### src/rtl/tod_pkg.sv
package tod_pkg;

  localparam int unsigned NUM_FIELDS = 7;

  // Field order equals the host index of each field.
  localparam int unsigned F_SEC  = 0;
  localparam int unsigned F_MIN  = 1;
  localparam int unsigned F_HOUR = 2;
  localparam int unsigned F_DAY  = 3;
  localparam int unsigned F_MON  = 4;
  localparam int unsigned F_YEAR = 5;
  localparam int unsigned F_CENT = 6;

  localparam logic [3:0] IX_CTLA = 4'd7;
  localparam logic [3:0] IX_CTLB = 4'd8;

  // Control B bit positions
  localparam int unsigned B_SET = 7;
  localparam int unsigned B_BIN = 2;
  localparam int unsigned B_H24 = 1;

  localparam logic [2:0] DIV_RUN = 3'b010;

  typedef logic [NUM_FIELDS-1:0][7:0] tod_t;

  localparam tod_t       TOD_RESET  = {8'h20, 8'h00, 8'h01, 8'h01, 8'h00, 8'h00, 8'h00};
  localparam logic [6:0] CTLA_RESET = 7'h70;
  localparam logic [7:0] CTLB_RESET = 8'h02;

  // Register encoding -> binary value
  function automatic logic [6:0] fld_to_bin(input logic [7:0] v, input logic is_bin);
    logic [7:0] t;
    t = ({4'd0, v[7:4]} * 8'd10) + {4'd0, v[3:0]};
    return is_bin ? v[6:0] : t[6:0];
  endfunction

  // Binary value -> register encoding
  function automatic logic [7:0] bin_to_fld(input logic [6:0] v, input logic is_bin);
    logic [6:0] q;
    logic [6:0] r;
    q = v / 7'd10;
    r = v - q * 7'd10;
    return is_bin ? {1'b0, v} : {q[3:0], r[3:0]};
  endfunction

  function automatic logic [6:0] days_in_month(input logic [6:0] mon, input logic [1:0] yr_lo);
    logic [6:0] n;
    case (mon)
      7'd2:                    n = (yr_lo == 2'b00) ? 7'd29 : 7'd28;
      7'd4, 7'd6, 7'd9, 7'd11: n = 7'd30;
      default:                 n = 7'd31;
    endcase
    return n;
  endfunction

endpackage

### src/rtl/tod_prescaler.sv
module tod_prescaler #(
  parameter int unsigned TICKS_PER_SEC = 32768,
  parameter int unsigned UIP_TICKS     = 8
) (
  input  logic clk,
  input  logic rst_n,
  input  logic tick_i,
  input  logic run_i,
  output logic upd_o,
  output logic uip_o
);

  localparam int unsigned   CNT_W     = $clog2(TICKS_PER_SEC);
  localparam logic [CNT_W-1:0] LAST_C  = CNT_W'(TICKS_PER_SEC - 1);
  localparam logic [CNT_W-1:0] HALF_C  = CNT_W'(TICKS_PER_SEC / 2);
  localparam logic [CNT_W-1:0] UIP_C   = CNT_W'(TICKS_PER_SEC - UIP_TICKS);

  logic [CNT_W-1:0] cnt_q, cnt_d;
  logic             cnt_en;

  always_comb begin
    cnt_en = !run_i || tick_i;
    if (!run_i) begin
      cnt_d = HALF_C;
    end else if (cnt_q == LAST_C) begin
      cnt_d = '0;
    end else begin
      cnt_d = cnt_q + 1'b1;
    end
  end

  always_ff @(posedge clk or negedge rst_n) begin
    if (!rst_n) begin
      cnt_q <= HALF_C;
    end else if (cnt_en) begin
      cnt_q <= cnt_d;
    end
  end

  assign upd_o = run_i && tick_i && (cnt_q == LAST_C);
  assign uip_o = run_i && (cnt_q >= UIP_C);

  assert_uip_precedes_update_R5: assert property (@(posedge clk) disable iff (!rst_n)
    upd_o |-> uip_o);

  assert_uip_clears_after_update_R5: assert property (@(posedge clk) disable iff (!rst_n)
    upd_o |=> !uip_o);

  assert_divider_hold_R3: assert property (@(posedge clk) disable iff (!rst_n)
    !run_i |=> (cnt_q == HALF_C) && !upd_o);

endmodule

### src/rtl/tod_advance.sv
module tod_advance
  import tod_pkg::*;
(
  input  tod_t cur_i,
  input  logic bin_i,
  input  logic h24_i,
  output tod_t nxt_o
);

  logic [6:0] s, m, h12, h, d, mo, y, dim, h_n, h12_n;
  logic       pm_in, pm_n;
  logic       c_min, c_hr, c_day, c_mon, c_yr;

  always_comb begin
    s   = fld_to_bin(cur_i[F_SEC],  bin_i);
    m   = fld_to_bin(cur_i[F_MIN],  bin_i);
    d   = fld_to_bin(cur_i[F_DAY],  bin_i);
    mo  = fld_to_bin(cur_i[F_MON],  bin_i);
    y   = fld_to_bin(cur_i[F_YEAR], bin_i);

    // hour normalised to 0..23
    pm_in = cur_i[F_HOUR][7] & ~h24_i;
    h12   = fld_to_bin({1'b0, cur_i[F_HOUR][6:0]}, bin_i);
    if (h24_i) begin
      h = fld_to_bin(cur_i[F_HOUR], bin_i);
    end else begin
      h = (h12 == 7'd12) ? 7'd0 : h12;
      if (pm_in) h = h + 7'd12;
    end

    dim   = days_in_month(mo, y[1:0]);
    c_min = (s >= 7'd59);
    c_hr  = c_min && (m >= 7'd59);
    c_day = c_hr && (h >= 7'd23);
    c_mon = c_day && (d >= dim);
    c_yr  = c_mon && (mo >= 7'd12);

    h_n   = (h >= 7'd23) ? 7'd0 : h + 7'd1;
    pm_n  = (h_n >= 7'd12);
    h12_n = pm_n ? h_n - 7'd12 : h_n;
    if (h12_n == 7'd0) h12_n = 7'd12;

    // untouched fields keep their exact encoding
    nxt_o = cur_i;
    nxt_o[F_SEC] = bin_to_fld(c_min ? 7'd0 : s + 7'd1, bin_i);
    if (c_min) nxt_o[F_MIN] = bin_to_fld(c_hr ? 7'd0 : m + 7'd1, bin_i);
    if (c_hr) begin
      if (h24_i) nxt_o[F_HOUR] = bin_to_fld(h_n, bin_i);
      else       nxt_o[F_HOUR] = {pm_n, 7'(bin_to_fld(h12_n, bin_i))};
    end
    if (c_day) nxt_o[F_DAY]  = bin_to_fld(c_mon ? 7'd1 : d + 7'd1, bin_i);
    if (c_mon) nxt_o[F_MON]  = bin_to_fld(c_yr ? 7'd1 : mo + 7'd1, bin_i);
    if (c_yr)  nxt_o[F_YEAR] = bin_to_fld((y >= 7'd99) ? 7'd0 : y + 7'd1, bin_i);
  end

endmodule

### src/rtl/tod_host_regs.sv
module tod_host_regs
  import tod_pkg::*;
(
  input  logic       clk,
  input  logic       rst_n,
  input  logic       host_we_i,
  input  logic       host_a0_i,
  input  logic [7:0] host_wdata_i,
  input  logic       upd_i,
  input  logic       uip_i,
  input  tod_t       nxt_i,
  output tod_t       cur_o,
  output logic       div_run_o,
  output logic       bin_o,
  output logic       h24_o,
  output logic       set_o,
  output logic [7:0] host_rdata_o
);

  logic [3:0] idx_q, idx_d;
  logic [6:0] ctla_q, ctla_d;
  logic [7:0] ctlb_q, ctlb_d;
  logic [7:0] fld_q [NUM_FIELDS];
  logic       idx_en, ctla_en, ctlb_en;
  logic       data_wr, upd_fire, uip_vis;

  assign data_wr  = host_we_i && host_a0_i;
  assign upd_fire = upd_i && !ctlb_q[B_SET];
  assign uip_vis  = uip_i && !ctlb_q[B_SET];

  always_comb begin
    idx_en  = host_we_i && !host_a0_i;
    ctla_en = data_wr && (idx_q == IX_CTLA);
    ctlb_en = data_wr && (idx_q == IX_CTLB);
    idx_d   = host_wdata_i[3:0];
    ctla_d  = host_wdata_i[6:0];
    ctlb_d  = host_wdata_i;
  end

  always_ff @(posedge clk or negedge rst_n) begin
    if (!rst_n) begin
      idx_q  <= 4'd0;
      ctla_q <= CTLA_RESET;
      ctlb_q <= CTLB_RESET;
    end else begin
      if (idx_en)  idx_q  <= idx_d;
      if (ctla_en) ctla_q <= ctla_d;
      if (ctlb_en) ctlb_q <= ctlb_d;
    end
  end

  for (genvar gi = 0; gi < NUM_FIELDS; gi++) begin : g_fld
    logic       hit, en;
    logic [7:0] nxt;
    assign hit = data_wr && (idx_q == 4'(gi));
    assign en  = hit || upd_fire;
    assign nxt = hit ? host_wdata_i : nxt_i[gi];

    always_ff @(posedge clk or negedge rst_n) begin
      if (!rst_n)  fld_q[gi] <= TOD_RESET[gi];
      else if (en) fld_q[gi] <= nxt;
    end

    assign cur_o[gi] = fld_q[gi];

    assert_field_only_on_event_R13: assert property (@(posedge clk) disable iff (!rst_n)
      (!upd_i && !data_wr) |=> $stable(fld_q[gi]));
  end

  always_comb begin
    host_rdata_o = 8'h00;
    for (int i = 0; i < NUM_FIELDS; i++) begin
      if (idx_q == 4'(i)) host_rdata_o = fld_q[i];
    end
    if (idx_q == IX_CTLA) host_rdata_o = {uip_vis, ctla_q};
    if (idx_q == IX_CTLB) host_rdata_o = ctlb_q;
  end

  assign div_run_o = (ctla_q[6:4] == DIV_RUN);
  assign bin_o     = ctlb_q[B_BIN];
  assign h24_o     = ctlb_q[B_H24];
  assign set_o     = ctlb_q[B_SET];

endmodule

### src/rtl/tod_calendar.sv
module tod_calendar
  import tod_pkg::*;
#(
  parameter int unsigned TICKS_PER_SEC = 32768,
  parameter int unsigned UIP_TICKS     = 8
) (
  input  logic       clk,
  input  logic       rst_n,
  input  logic       tick_32k,
  input  logic       host_we,
  input  logic       host_a0,
  input  logic [7:0] host_wdata,
  output logic [7:0] host_rdata
);

  logic [1:0] rst_sync_q;
  logic       rst_n_s;
  logic       div_run, upd, uip_win, fmt_bin, fmt_h24, set_hold, data_wr;
  tod_t       cur_time, nxt_time;

  always_ff @(posedge clk or negedge rst_n) begin
    if (!rst_n) rst_sync_q <= 2'b00;
    else        rst_sync_q <= {rst_sync_q[0], 1'b1};
  end
  assign rst_n_s = rst_sync_q[1];
  assign data_wr = host_we && host_a0;

  tod_prescaler #(
    .TICKS_PER_SEC(TICKS_PER_SEC),
    .UIP_TICKS    (UIP_TICKS)
  ) u_prescaler (
    .clk   (clk),
    .rst_n (rst_n_s),
    .tick_i(tick_32k),
    .run_i (div_run),
    .upd_o (upd),
    .uip_o (uip_win)
  );

  tod_advance u_advance (
    .cur_i(cur_time),
    .bin_i(fmt_bin),
    .h24_i(fmt_h24),
    .nxt_o(nxt_time)
  );

  tod_host_regs u_regs (
    .clk         (clk),
    .rst_n       (rst_n_s),
    .host_we_i   (host_we),
    .host_a0_i   (host_a0),
    .host_wdata_i(host_wdata),
    .upd_i       (upd),
    .uip_i       (uip_win),
    .nxt_i       (nxt_time),
    .cur_o       (cur_time),
    .div_run_o   (div_run),
    .bin_o       (fmt_bin),
    .h24_o       (fmt_h24),
    .set_o       (set_hold),
    .host_rdata_o(host_rdata)
  );

  assert_set_freezes_time_R6: assert property (@(posedge clk) disable iff (!rst_n_s)
    (set_hold && !data_wr) |=> $stable(cur_time));

  assert_binary_second_step_R8: assert property (@(posedge clk) disable iff (!rst_n_s)
    (upd && !set_hold && !data_wr && fmt_bin && cur_time[F_SEC] < 8'd59)
    |=> cur_time[F_SEC] == $past(cur_time[F_SEC]) + 8'd1);

  assert_bcd_digit_range_R7: assert property (@(posedge clk) disable iff (!rst_n_s)
    (upd && !set_hold && !data_wr && !fmt_bin &&
     cur_time[F_SEC][3:0] <= 4'd9 && cur_time[F_SEC][7:4] <= 4'd5)
    |=> cur_time[F_SEC][3:0] <= 4'd9);

  assert_hour24_range_R9: assert property (@(posedge clk) disable iff (!rst_n_s)
    (upd && !set_hold && !data_wr && fmt_bin && fmt_h24 && cur_time[F_HOUR] < 8'd24)
    |=> cur_time[F_HOUR] < 8'd24);

  assert_hour12_range_R10: assert property (@(posedge clk) disable iff (!rst_n_s)
    (upd && !set_hold && !data_wr && fmt_bin && !fmt_h24 &&
     cur_time[F_HOUR][6:0] >= 7'd1 && cur_time[F_HOUR][6:0] <= 7'd12)
    |=> cur_time[F_HOUR][6:0] >= 7'd1 && cur_time[F_HOUR][6:0] <= 7'd12);

  assert_century_untouched_R12: assert property (@(posedge clk) disable iff (!rst_n_s)
    (upd && !data_wr) |=> $stable(cur_time[F_CENT]));

endmodule

### config.mk
export PLATFORM = sky130hd
export DESIGN_NAME = tod_calendar
export DESIGN_NICKNAME = d
export VERILOG_FILES = /design/src/rtl/tod_pkg.sv /design/src/rtl/tod_prescaler.sv /design/src/rtl/tod_advance.sv /design/src/rtl/tod_host_regs.sv /design/src/rtl/tod_calendar.sv
export SDC_FILE = /design/constraint.sdc
export NUM_CORES = 1
export LEC_CHECK = 0
export BUFFER_PORTS_ARGS = -buffer_cell sky130_fd_sc_hd__buf_2
export CORE_ASPECT_RATIO = 1.1
export CORE_MARGIN = 1.5
export CORE_UTILIZATION = 24
export CTS_BUF_LIST = sky130_fd_sc_hd__clkbuf_4 sky130_fd_sc_hd__clkbuf_8
export CTS_CLUSTER_DIAMETER = 30
export DETAILED_ROUTE_END_ITERATION = 6
export GPL_TIMING_DRIVEN = 0
export SETUP_SLACK_MARGIN = 0.1
export SYNTH_ARGS = -nofsm -noshare
export SYNTH_HDL_FRONTEND = slang
export SYNTH_SLANG_ARGS = --single-unit
### constraint.sdc
create_clock -name clk -period 3.6 [get_ports clk]
set_clock_uncertainty 0.1 [all_clocks]
set_input_delay 0.54 -clock clk [delete_from_list [all_inputs] [get_ports clk]]
set_output_delay 0.54 -clock clk [all_outputs]
set_load 0.03 [all_outputs]
; ---- Word-level counts from Yosys, hierarchy flattened
; Cells that the tools add are included.
[word_totals]
out_inout_bits = 8
elab_cells = 178
regBits = 92
[op_classes]
magnitude_cmp = 8
n_bitwise = 2
n_div = 7
eq_ne = 16
mux = 50
reduce_logical = 46
n_mul = 14
n_addsub = 23
[op_table]
columns = operator, n
row1 = $mux 8, 27
row2 = $mux 7, 19
row3 = $add 7x4->7, 7
row4 = $div 7x4->7 const B, 7
row5 = $mul 7x3->3 const B, 7
row6 = $add 7x1->7 const B, 6
row7 = $mul 4x3->6 const B, 6
row8 = $mux 15, 2
row9 = $sub 4x4->4, 7
row10 = $eq 7x4->1 const B, 3
row11 = $logic_and 1x1->1, 20
row12 = $eq 4x3->1 const B, 4
row13 = $add 15x1->15 const B, 1
row14 = $eq 15x15->1 const B, 1
row15 = $ge 15x15->1 const B, 1
row16 = $eq 7x3->1 const B, 2
row17 = $ge 7x4->1 const B, 2
row18 = $ge 7x6->1 const B, 2
row19 = $pmux 7 s2, 1
row20 = $reduce_and 2->1, 6
row21 = $reduce_bool 2->1, 5
row22 = $eq 4x2->1 const B, 2
row23 = $logic_or 1x1->1, 8
row24 = $add 7x4->7 const B, 1
row25 = 17 further kinds, 19

; ---- Depth between registers and ports, before layout
; Gate-level depths: netlist (run 1).
[depth]
depth_word = 21
ltp_mapped = 37
ltp_nobuf = 32

; ---- Hierarchy
; From an unflattened synthesis (run 1), not the netlist that was laid out.
[unflattened]
hier_cells = 1482
hier_area_um2 = 11681.2
[modules_own_cells]
columns = mod, cells_each, area_each_um2, instances
row1 = tod_advance, 924, 6537.5, 1
row2 = tod_host_regs, 455, 4179.0, 1
row3 = tod_prescaler, 100, 910.9, 1
row4 = tod_calendar, 3, 53.8, 1

; ---- Least setup slack after synthesis (run 1)
; Ideal clock, no wire load.
[synth_path]
path_type = register to register
from = reg u_regs.ctlb_q[2]
to = reg u_regs.fld_q, in the netlist u_regs.cur_o[27]
t_required_ps = 3430
period_less_slack_ps = 6917
path_stages_with_launch = 38
path_slack_ps = -3317
setup_ps = 70
arrival_ps = 6747
path_cell_list = dfrtp_1 buf_6 buf_6 buf_4 buf_2 buf_2 clkbuf_1 buf_1 mux2_2 inv_1 ha_1 nor2b_1 o211ai_1 o21ai_0 nand4_1 ha_1 nand2b_1 a21oi_1 [... 2 more ...] nor2_1 o21ai_1 nand2_1 ha_1 nor2b_1 or3_1 o311ai_0 a2bb2oi_1 nor2b_1 a21oi_1 ha_1 inv_1 fa_1 nor2b_1 mux2_4 a2111oi_4 a221oi_2 nor2_2
[synth_via]
elab_chain_len = 16
elab_cells_between_ends = 38
classes_between = add/sub: 3 / mul: 1 / div: 1 / order compare: 4 / eq/ne: 6 / mux: 16 / reduce/logical: 7
[synth_rtl]
columns = item, line_no
row1 = from (decl), tod_host_regs.sv:22  ; logic [7:0] ctlb_q, ctlb_d;
row2 = from (signal assigned), tod_host_regs.sv:48  ; if (ctlb_en) ctlb_q <= ctlb_d;
row3 = $mux 7, tod_pkg.sv:34  ; return is_bin ? v[6:0] : t[6:0];
row4 = $eq 7x4->1, tod_advance.sv:27  ; h = (h12 == 7'd12) ? 7'd0 : h12;
row5 = $mux 7, tod_advance.sv:27
row6 = $add 7x4->7, tod_advance.sv:28  ; if (pm_in) h = h + 7'd12;
row7 = $mux 7, tod_advance.sv:28
row8 = $mux 7, tod_advance.sv:24  ; if (h24_i) begin
row9 = $ge 7x5->1, tod_advance.sv:34  ; c_day = c_hr && (h >= 7'd23);
row10 = $logic_and 1x1->1, tod_advance.sv:34
row11 = $logic_and 1x1->1, tod_advance.sv:35  ; c_mon = c_day && (d >= dim);
row12 = $mux 7, tod_advance.sv:51  ; if (c_day) nxt_o[F_DAY] = bin_to_fld(c_mon ? 7'd1 : d + 7'd1, bin_i);
row13 = $div 7x4->7, tod_pkg.sv:41  ; q = v / 7'd10;
row14 = $mul 7x3->3, tod_pkg.sv:42  ; r = v - q * 7'd10;
row15 = $sub 4x4->4, tod_pkg.sv:42
row16 = $mux 8, tod_pkg.sv:43  ; return is_bin ? {1'b0, v} : {q[3:0], r[3:0]};
row17 = $mux 8, tod_advance.sv:51
row18 = $mux 8, tod_host_regs.sv:57  ; assign nxt = hit ? host_wdata_i : nxt_i[gi];
row19 = "to (signal, indexed assignment)", tod_host_regs.sv:60  ; if (!rst_n) fld_q[gi] <= TOD_RESET[gi];
row20 = "to (signal, indexed assignment)", tod_host_regs.sv:61  ; else if (en) fld_q[gi] <= nxt;
row21 = to (decl), tod_host_regs.sv:23  ; logic [7:0] fld_q [NUM_FIELDS];
; Several ways; a longest one is shown, not always the timed one. The select of a mux whose other input is x is not followed.
; A chain may end at the register's enable or synchronous reset.

; ---- Worst setup path in the final report (run 1)
[layout_path]
from = reg u_regs.fld_q, in the netlist u_regs.cur_o[39]
to = reg u_regs.fld_q, in the netlist u_regs.cur_o[27]
[layout_via]
elab_chain_len = 15
elab_cells_between_ends = 19
classes_between = add/sub: 2 / mul: 2 / div: 1 / order compare: 1 / eq/ne: 5 / mux: 6 / reduce/logical: 2
[layout_rtl]
columns = item, line_no
row1 = $mul 4x3->6 *, tod_pkg.sv:33  ; t = ({4'd0, v[7:4]} * 8'd10) + {4'd0, v[3:0]};
row2 = $add 7x4->7 *, tod_pkg.sv:33
row3 = $mux 7 *, tod_pkg.sv:34
row4 = $eq 7x3->1 or $eq 7x4->1 (tied branches), tod_pkg.sv:48  ; case (mon)
row5 = $reduce_or 4->1, tod_pkg.sv:48
row6 = $pmux 7 s2 *, tod_pkg.sv:48
row7 = $ge 7x7->1 *, tod_advance.sv:35
row8 = $logic_and 1x1->1 *, tod_advance.sv:35
row9 = $mux 7 *, tod_advance.sv:51
row10 = $div 7x4->7, tod_pkg.sv:41
row11 = $mul 7x3->3, tod_pkg.sv:42
row12 = $sub 4x4->4, tod_pkg.sv:42
row13 = $mux 8 *, tod_pkg.sv:43
row14 = $mux 8 *, tod_advance.sv:51
row15 = $mux 8 *, tod_host_regs.sv:57
; Mark *: on every way between the ends. The rest lies on a longest branch, timed or not. The select of a mux whose other input is x is not followed.

==> metrics.md, run 1 <==
| Metric | Value |
|---|---|
| First-pass GRT wire length | `just over 60 mm` |
| Fin util | `approximately 34%` |
| CP endpoint kind | `flip-flop` |
| Cell mode on critical path | `nor2b_4` |
| Final period utilization | `176%` |
| Total CTS buffers | `9` |
| Crit Path Class | `reg2reg` |
| Vias in the first global route | `approximately 11000` |
| WP data required | `between 3 and 4 ns` |
| Initial DRT Pass Iterations | `7` |
| Routability congestion estimate | `approximately 0.89` |
| Fmax | `roughly 160 MHz` |
| GRT met3 Usage | `~1.7%` |
| Met1 GRT Util | `about a fifth` |
| Synth Area in Adders | `about an eighth` |
| Post-place setup slack | `-4.11 ns` |
| CTS Sinks | `92` |
| FP Rows | `79` |
| Hold Fails Final Rpt | `0` |
| Largest family of logic cells by synthesized area | `compound AO/OA/AOI/OAI gates` |
| Max-cap violation count | `0` |
| Detailed Route WL | `around 40 mm` |
| Initial drt markers | `between 800 and 900` |
| Mux cell area share after synthesis | `roughly 9%` |
| Grt peak-use layer | `met2` |
| Drt via density | `5.53` |
| HP Class | `reg2async` |
| Async S/R FF share, synth | `100%` |
| Initial antenna violation count | `1` |
| Final setup vio count | `slightly above 40` |
| CTS tree | `yes` |
| Post-route DRC | `0` |
| CTS clock-pin slew for the worst setup and hold paths | `roughly 0.1 ns` |
| Pin count of the biggest net entering global routing | `67` |
| Share of layout cells above drive strength 1 | `36.2%` |
| DP HPWL | `26.6 mm` |
| Startpoint Class | `flip-flop` |
| EDFF count, synth | `0` |
| Mapped Cells | `approximately 1300` |
| Post-Synth Simple-Gate Area | `a little under a quarter` |
| RSZ-0062 raised after global routing | `true` |
| CP max FO | `5` |
| Starting Density | `24.5%` |
| Chip width | `around 200 microns` |
| GRT Residual Overflow | `0` |
| Core area | `about 43000 sq um` |
| Worst Setup Slack, final | `-2.74 ns` |
| Failing checks | `negative setup slack` |
| Die height | `roughly 220 microns` |
| CTS Buffer Depth | `2` |
| Max-slew violation count | `0` |
| Synth Flop Type | `dfrtp_1` |
| Vias | `about 11000` |
| GRT met2 Usage | `between 30% and 40%` |
| Sequential area share after synthesis | `between 20 and 25%` |
| Synthesized area | `between 10000 and 15000 sq um` |
| Final worst path period need | `~6.3 ns` |
| CP max stage delay | `between 0.5 and 0.6 ns` |
| Worst slew margin | `16.1%` |
| Slowest CP cell | `fa_2` |
| Die area | `about 45000 sq um` |
| Synth Area in XOR/XNOR | `4.87%` |
| Drt wl/cell | `about 20 microns` |
| Htree depth | `3` |
| I/O Pins | `21` |
| Area grow syn2layout | `39.7%` |
| Synth Area in Compound Gates | `between 20% and 30%` |
| Finished Cell Area | `~15000 sq um` |
| Total GRT Usage | `17.5%` |
| # fillers | `about 4300` |
| CP Data Arrival Time | `6.52 ns` |
| Dpl cell area | `roughly 12000 sq um` |
| Final net count | `1572` |
| Synth unique cells | `slightly above 90` |
| Worst-margin pin slew | `roughly 1.2 ns` |
| Buffers on Ports | `13` |
| Status | `finished with violations` |
| Clock Tree Root | `clkbuf_8` |
| Yosys warnings | `0` |
| Worst skew pair latency | `about 0.40 ns` |
| Syn Area/Cell | `around 8 sq um` |
| Seq cells post-synth | `92` |
| Antenna Violating Nets Remaining | `0` |
| Antenna cells | `0` |
[final timing paths]
| kind | from | to | slack, ns | depth (start not counted) |
|---|---|---|---|---|
| setup / recovery | u_regs.cur_o[39] | u_regs.cur_o[27] | -2.74 | 29 |
| hold / removal | rst_sync_q[1] | u_regs.cur_o[9] | 0.16 | 0 |
| setup reg to reg | u_regs.cur_o[39] | u_regs.cur_o[27] | -2.74 | 29 |
| hold reg to reg | rst_sync_q[1] | u_regs.cur_o[9] | 0.16 | 0 |
| max in group asynchronous | rst_sync_q[1] | u_regs.ctlb_q[1] | 2.54 | 1 |
| min in group clk | rst_sync_q[0] | rst_sync_q[1] | 0.27 | 0 |
[final cells by class]
type / count / area (sq um) / share of cell area, %
clock buffer: 9 / 124 / 0.851
sequential: 92 / 2340 / 16.1
timing repair buffer: 161 / 1350 / 9.27
inverter: 39 / 161 / 1.11
clock inverter: 7 / 82.6 / 0.567
multi-input combinational: 1103 / 9270 / 63.7
buffer: 66 / 518 / 3.56
tap: 567 / 709 / 4.87
[synth_stat cells, types with 13 or more instances]
library cell  instances  area, sq um
xnor2_1              33          289
nand4_1              15         93.8
a31oi_1              17          106
and3_1               13         81.3
or3_1                14         87.6
nand2_1             143          537
o211ai_1             26          195
nor3_1               33          165
nor3b_1              13         97.6
ha_1                 68          851
mux2i_1              29          290
nor2_1              105          394
and2_1               17          106
a21oi_1              79          395
buf_2                15         75.1
nand2b_1             20          125
o31ai_1              13         97.6
nand3_1              58          290
mux2_2               42          473
clkbuf_1             36          135
nor2b_1              26          163
dfrtp_1              84         2100
xor2_1               25          219
fa_1                 19          380
a211oi_1             17          128
o21ai_0              93          465
inv_1                38          143
[registers in the layout, summed over array words and instances (netlist names)]
signal,cells
u_regs.ctlb_q,8
rst_sync_q,2
u_regs.idx_q,4
u_prescaler.cnt_q,15
u_regs.ctla_q,7
u_regs.cur_o,56
[timing repair]
action / 4_1_cts / 5_1_grt
setup endpoints to repair: 53 / 52
hold buffers: 1 / 0
gates cloned: 1 / 0
pin swaps: 107 / 98
endpoints found under the hold margin: 2 / 0
gates resized for setup: 245 / 109
setup buffers: 134 / 36
[stage by stage]
stage | hold slack, ns | TNS (ns) | std cells
CTS | 0.172 | -53.78 | 2021
floorplan | 0.144 | -43.97 | 1300
global placement | 0.227 | -118.41 | 1880
finish | 0.156 | -56.79 | 2044
detailed placement | 0.161 | -87.39 | 1881
global route | 0.199 | -64.10 | 2044
[cells in the final DEF (no fill, tap or decap), types with 27 or more instances in the layout]
cell type / netlist / routed
buf_4: 2 / 122
ha_4: 0 / 27
mux2_2: 42 / 37
a21oi_1: 79 / 53
nand3_1: 58 / 45
clkbuf_1: 36 / 27
nor2_1: 105 / 92
o21ai_1: 6 / 39
inv_1: 38 / 28
dfrtp_1: 84 / 61
buf_6: 2 / 31
nand2_1: 143 / 129
o21ai_0: 93 / 49
ha_1: 68 / 36
[cells by family after synthesis]
| kind of cell | count (synthesis) |
|---|---|
| fa+ha+maj | 87 |
| compound gates | 377 |
| xor+xnor | 58 |
| buf+inv | 105 |
| mux | 78 |
| simple gates | 500 |
| other cells | 2 |
| flops | 92 |
[per-layer routing]
layer / part of all wire (%) / routed length, microns
met1: 41 / 16400
met2: 49 / 19600
met3: 5.5 / 2190
met4: 5.1 / 2040
met5: 0 / 0
[critical path: cells and delay by family, from the launching register on]
family / cells / cell delay [ns]
flops: 1 / 0.44
xor+xnor: 1 / 0.11
simple gates: 9 / 1.51
mux: 2 / 0.60
fa+ha+maj: 7 / 2.07
buf+inv: 1 / 0.04
compound gates: 9 / 1.36
Power of run 1 is not shown: default switching activity piles up to over one toggle a cycle in this logic, so the estimate is an artifact.
==> inputs of run 2 (changes only) <==
- ABC_AREA: default -> 1
==> metrics.md, run 2 <==
| Metric | Value |
|---|---|
| Mux cell area share after synthesis | `0%` |
| Worst skew pair latency | `about 0.4 ns` |
| Cell mode on critical path | `nand2_1` |
| HP Class | `reg2async` |
| FP Rows | `between 70 and 80` |
| Crit Path Class | `reg2reg` |
| Max-slew violation count | `0` |
| RSZ-0062 raised after global routing | `true` |
| Synthesized area | `between 9000 and 10000 sq um` |
| WP data required | `between 3 and 4 ns` |
| Slowest CP cell | `fa_2` |
| Most common cell in the synthesized netlist | `nand2_1` |
| Htree depth | `3` |
| Synth Area in Compound Gates | `~17%` |
| Commonest non-fill, non-tap cell in the layout | `nand2_1` |
| DP HPWL | `approximately 23 mm` |
| Detailed Route WL | `about 33 mm` |
| Antenna Violating Nets Remaining | `0` |
| Final hold slack | `0.230 ns` |
| Final period utilization | `169%` |
| Post-route DRC | `0` |
| CP endpoint kind | `flip-flop` |
| Clock Tree Root | `clkbuf_8` |
| Yosys warnings | `0` |
| Yosys top cell by area | `dfrtp_1` |
| Post-Synth Simple-Gate Area | `between 20% and 30%` |
| Vias | `between 10000 and 15000` |
| Synth unique cells | `60` |
| Final worst path period need | `~6.1 ns` |
| Syn Area/Cell | `just under 7 sq um` |
| Seq cells post-synth | `roughly 90` |
| Worst-margin pin slew | `~1 ns` |
| Die area | `just over 40000 sq um` |
| Initial DRT Pass Iterations | `5` |
| Antenna cells | `0` |
| Area grow syn2layout | `40.3%` |
| Starting Density | `about 24%` |
| Final net count | `1669` |
| CP Data Arrival Time | `6.28 ns` |
| Area contributors post-synth | `dfrtp_1, nand2_1, inv_1` |
| Synth Area in Adders | `about an eighth` |
| Pin count of the biggest net entering global routing | `57` |
| Post-synth top area share | `between 20% and 30%` |
| Hold Fails Final Rpt | `0` |
| Post-synth top cells | `nand2_1, inv_1, nor2_1` |
| Mapped Cells | `between 1000 and 1500` |
| Max FFs per register | `between 50 and 60` |
| Post-Layout Cell Count | `slightly above 2000` |
| Vias in the first global route | `roughly 10000` |
| Chip width | `roughly 190 microns` |
| Largest family of logic cells by synthesized area | `simple AND/OR/NAND/NOR gates` |
| Worst Setup Slack, final | `-2.47 ns` |
| Fin util | `34.3%` |
| Initial drt markers | `749` |
| Placed Instances | `roughly 1900` |
| Async S/R FF share, synth | `between 90% and 100%` |
| Failing checks | `negative setup slack` |
| CP max FO | `7` |
| Synth Flop Type | `dfrtp_1` |
| Final setup vio count | `39` |
| CTS Buffer Depth | `2` |
| Share of layout cells above drive strength 1 | `a little over a third` |
| CTS Sinks | `a little over 90` |
| CTS tree | `yes` |
| CTS clock-pin slew for the worst setup and hold paths | `between 0.1 and 0.15 ns` |
| Synth Area in XOR/XNOR | `4.29%` |
| Total GRT Usage | `between 15 and 20%` |
| Worst slew margin | `a little over a third` |
| Total CTS buffers | `9` |
| Core area | `roughly 38000 sq um` |
| Drt wl/cell | `15.9 microns` |
| GRT Residual Overflow | `0` |
| I/O Pins | `21` |
| Initial antenna violation count | `0` |
| Fmax | `~160 MHz` |
| Drt via density | `around 4.9` |
| Die height | `210 microns` |
| Commonest non-fill, non-tap cells in the layout | `nand2_1, inv_1, buf_4, nor2_1, dfrtp_1` |
| First-pass GRT wire length | `~52 mm` |
| CP max stage delay | `0.57 ns` |
| Buffers on Ports | `20` |
| Max-cap violation count | `0` |
| EDFF count, synth | `0` |
| # fillers | `3954` |
| Routability congestion estimate | `0.903` |
| Startpoint Class | `flip-flop` |
| Status | `finished with violations` |
| Sequential area share after synthesis | `roughly a quarter` |
==> run 2: cell count changes after synthesis, moves of 19 or more <==
cell	before	now
nand2_1	143	348
inv_1	38	227
a21oi_1	79	31
mux2_2	42	0
nand3_1	58	93
mux2i_1	29	0
nand2_2	0	26
nor2b_1	26	0
clkbuf_1	36	11
o22ai_1	8	32
nand2b_1	20	0
xnor2_1	33	14
==> run 2: per-layer routing <==
| metal | up-vias | part of all wire [%] | global-route usage [%] |
|---|---|---|---|
| met3 | 85 | 5.1 | 2.53 |
| met1 | 4950 | 41 | 19.2 |
| met2 | 262 | 51 | 29.5 |
| met4 | 0 | 3.6 | 6.22 |
| met5 | - | 0 | 0 |
| li1 | 4899 | - | - |
==> run 2: stage by stage <==
step                      setup WS (ns)  TNS (ns)  cell area [sq um]
final                             -2.47    -45.92              13200
after global routing              -2.81    -55.59              13200
after CTS                         -2.35    -42.81              12500
after detailed placement          -2.65    -52.86              10600
after global placement            -2.62   -103.14              10600
after floorplan                   -2.00    -29.31               9880
==> run 2: cell families (layout without fill, tap and decap cells) <==
kind of cell | after synthesis | in the layout
compound gates | 248 | 248
xor+xnor | 46 | 46
fa+ha+maj | 87 | 87
buf+inv | 266 | 460
flops | 92 | 92
other cells | 2 | 3
simple gates | 638 | 638
==> run 2: area by class of cell <==
| type | count | area [sq um] | area share [%] |
|---|---|---|---|
| repair inverters | 1 | 6.26 | 0.0475 |
| repair buffers | 177 | 1420 | 10.8 |
| multi-input cells | 1022 | 7480 | 56.8 |
| plain buffers | 23 | 151 | 1.15 |
| well taps | 500 | 626 | 4.75 |
| inverters | 243 | 950 | 7.21 |
| flip-flops and latches | 92 | 2330 | 17.7 |
| clock inverters | 7 | 82.6 | 0.627 |
| clock buffers | 9 | 124 | 0.940 |
==> run 2: repair_timing <==
item / CTS / global route
hold buffers: 1 / 0
gates resized for setup: 159 / 122
pin swaps: 116 / 74
gates cloned: 1 / 0
setup endpoints to repair: 46 / 47
hold endpoints to repair: 2 / 0
setup buffers: 138 / 35
==> run 2: worst max-delay path: cells and delay by family (launching register included) <==
family | cells | cell delay, ns
xor gates and xnor gates | 2 | 0.29
AOI/OAI and AO/OA | 4 | 0.51
buffers and inverters | 6 | 0.33
and+or+nand+nor | 23 | 2.34
adders and majority gates | 7 | 1.92
DFF | 1 | 0.45
==> run 2: path summary, 6_finish.rpt <==
path	cells after the start	start	slack, ns	to
setup / recovery	42	u_regs.cur_o[37]	-2.47	u_regs.cur_o[35]
hold / removal	0	rst_sync_q[1]	0.23	u_regs.cur_o[2]
setup reg to reg	42	u_regs.cur_o[37]	-2.47	u_regs.cur_o[35]
hold reg to reg	0	rst_sync_q[1]	0.23	u_regs.cur_o[2]
max in group asynchronous	1	rst_sync_q[1]	2.43	u_regs.cur_o[24]
min in group clk	0	rst_sync_q[0]	0.26	rst_sync_q[1]
Power of run 2 is left out for the same reason.
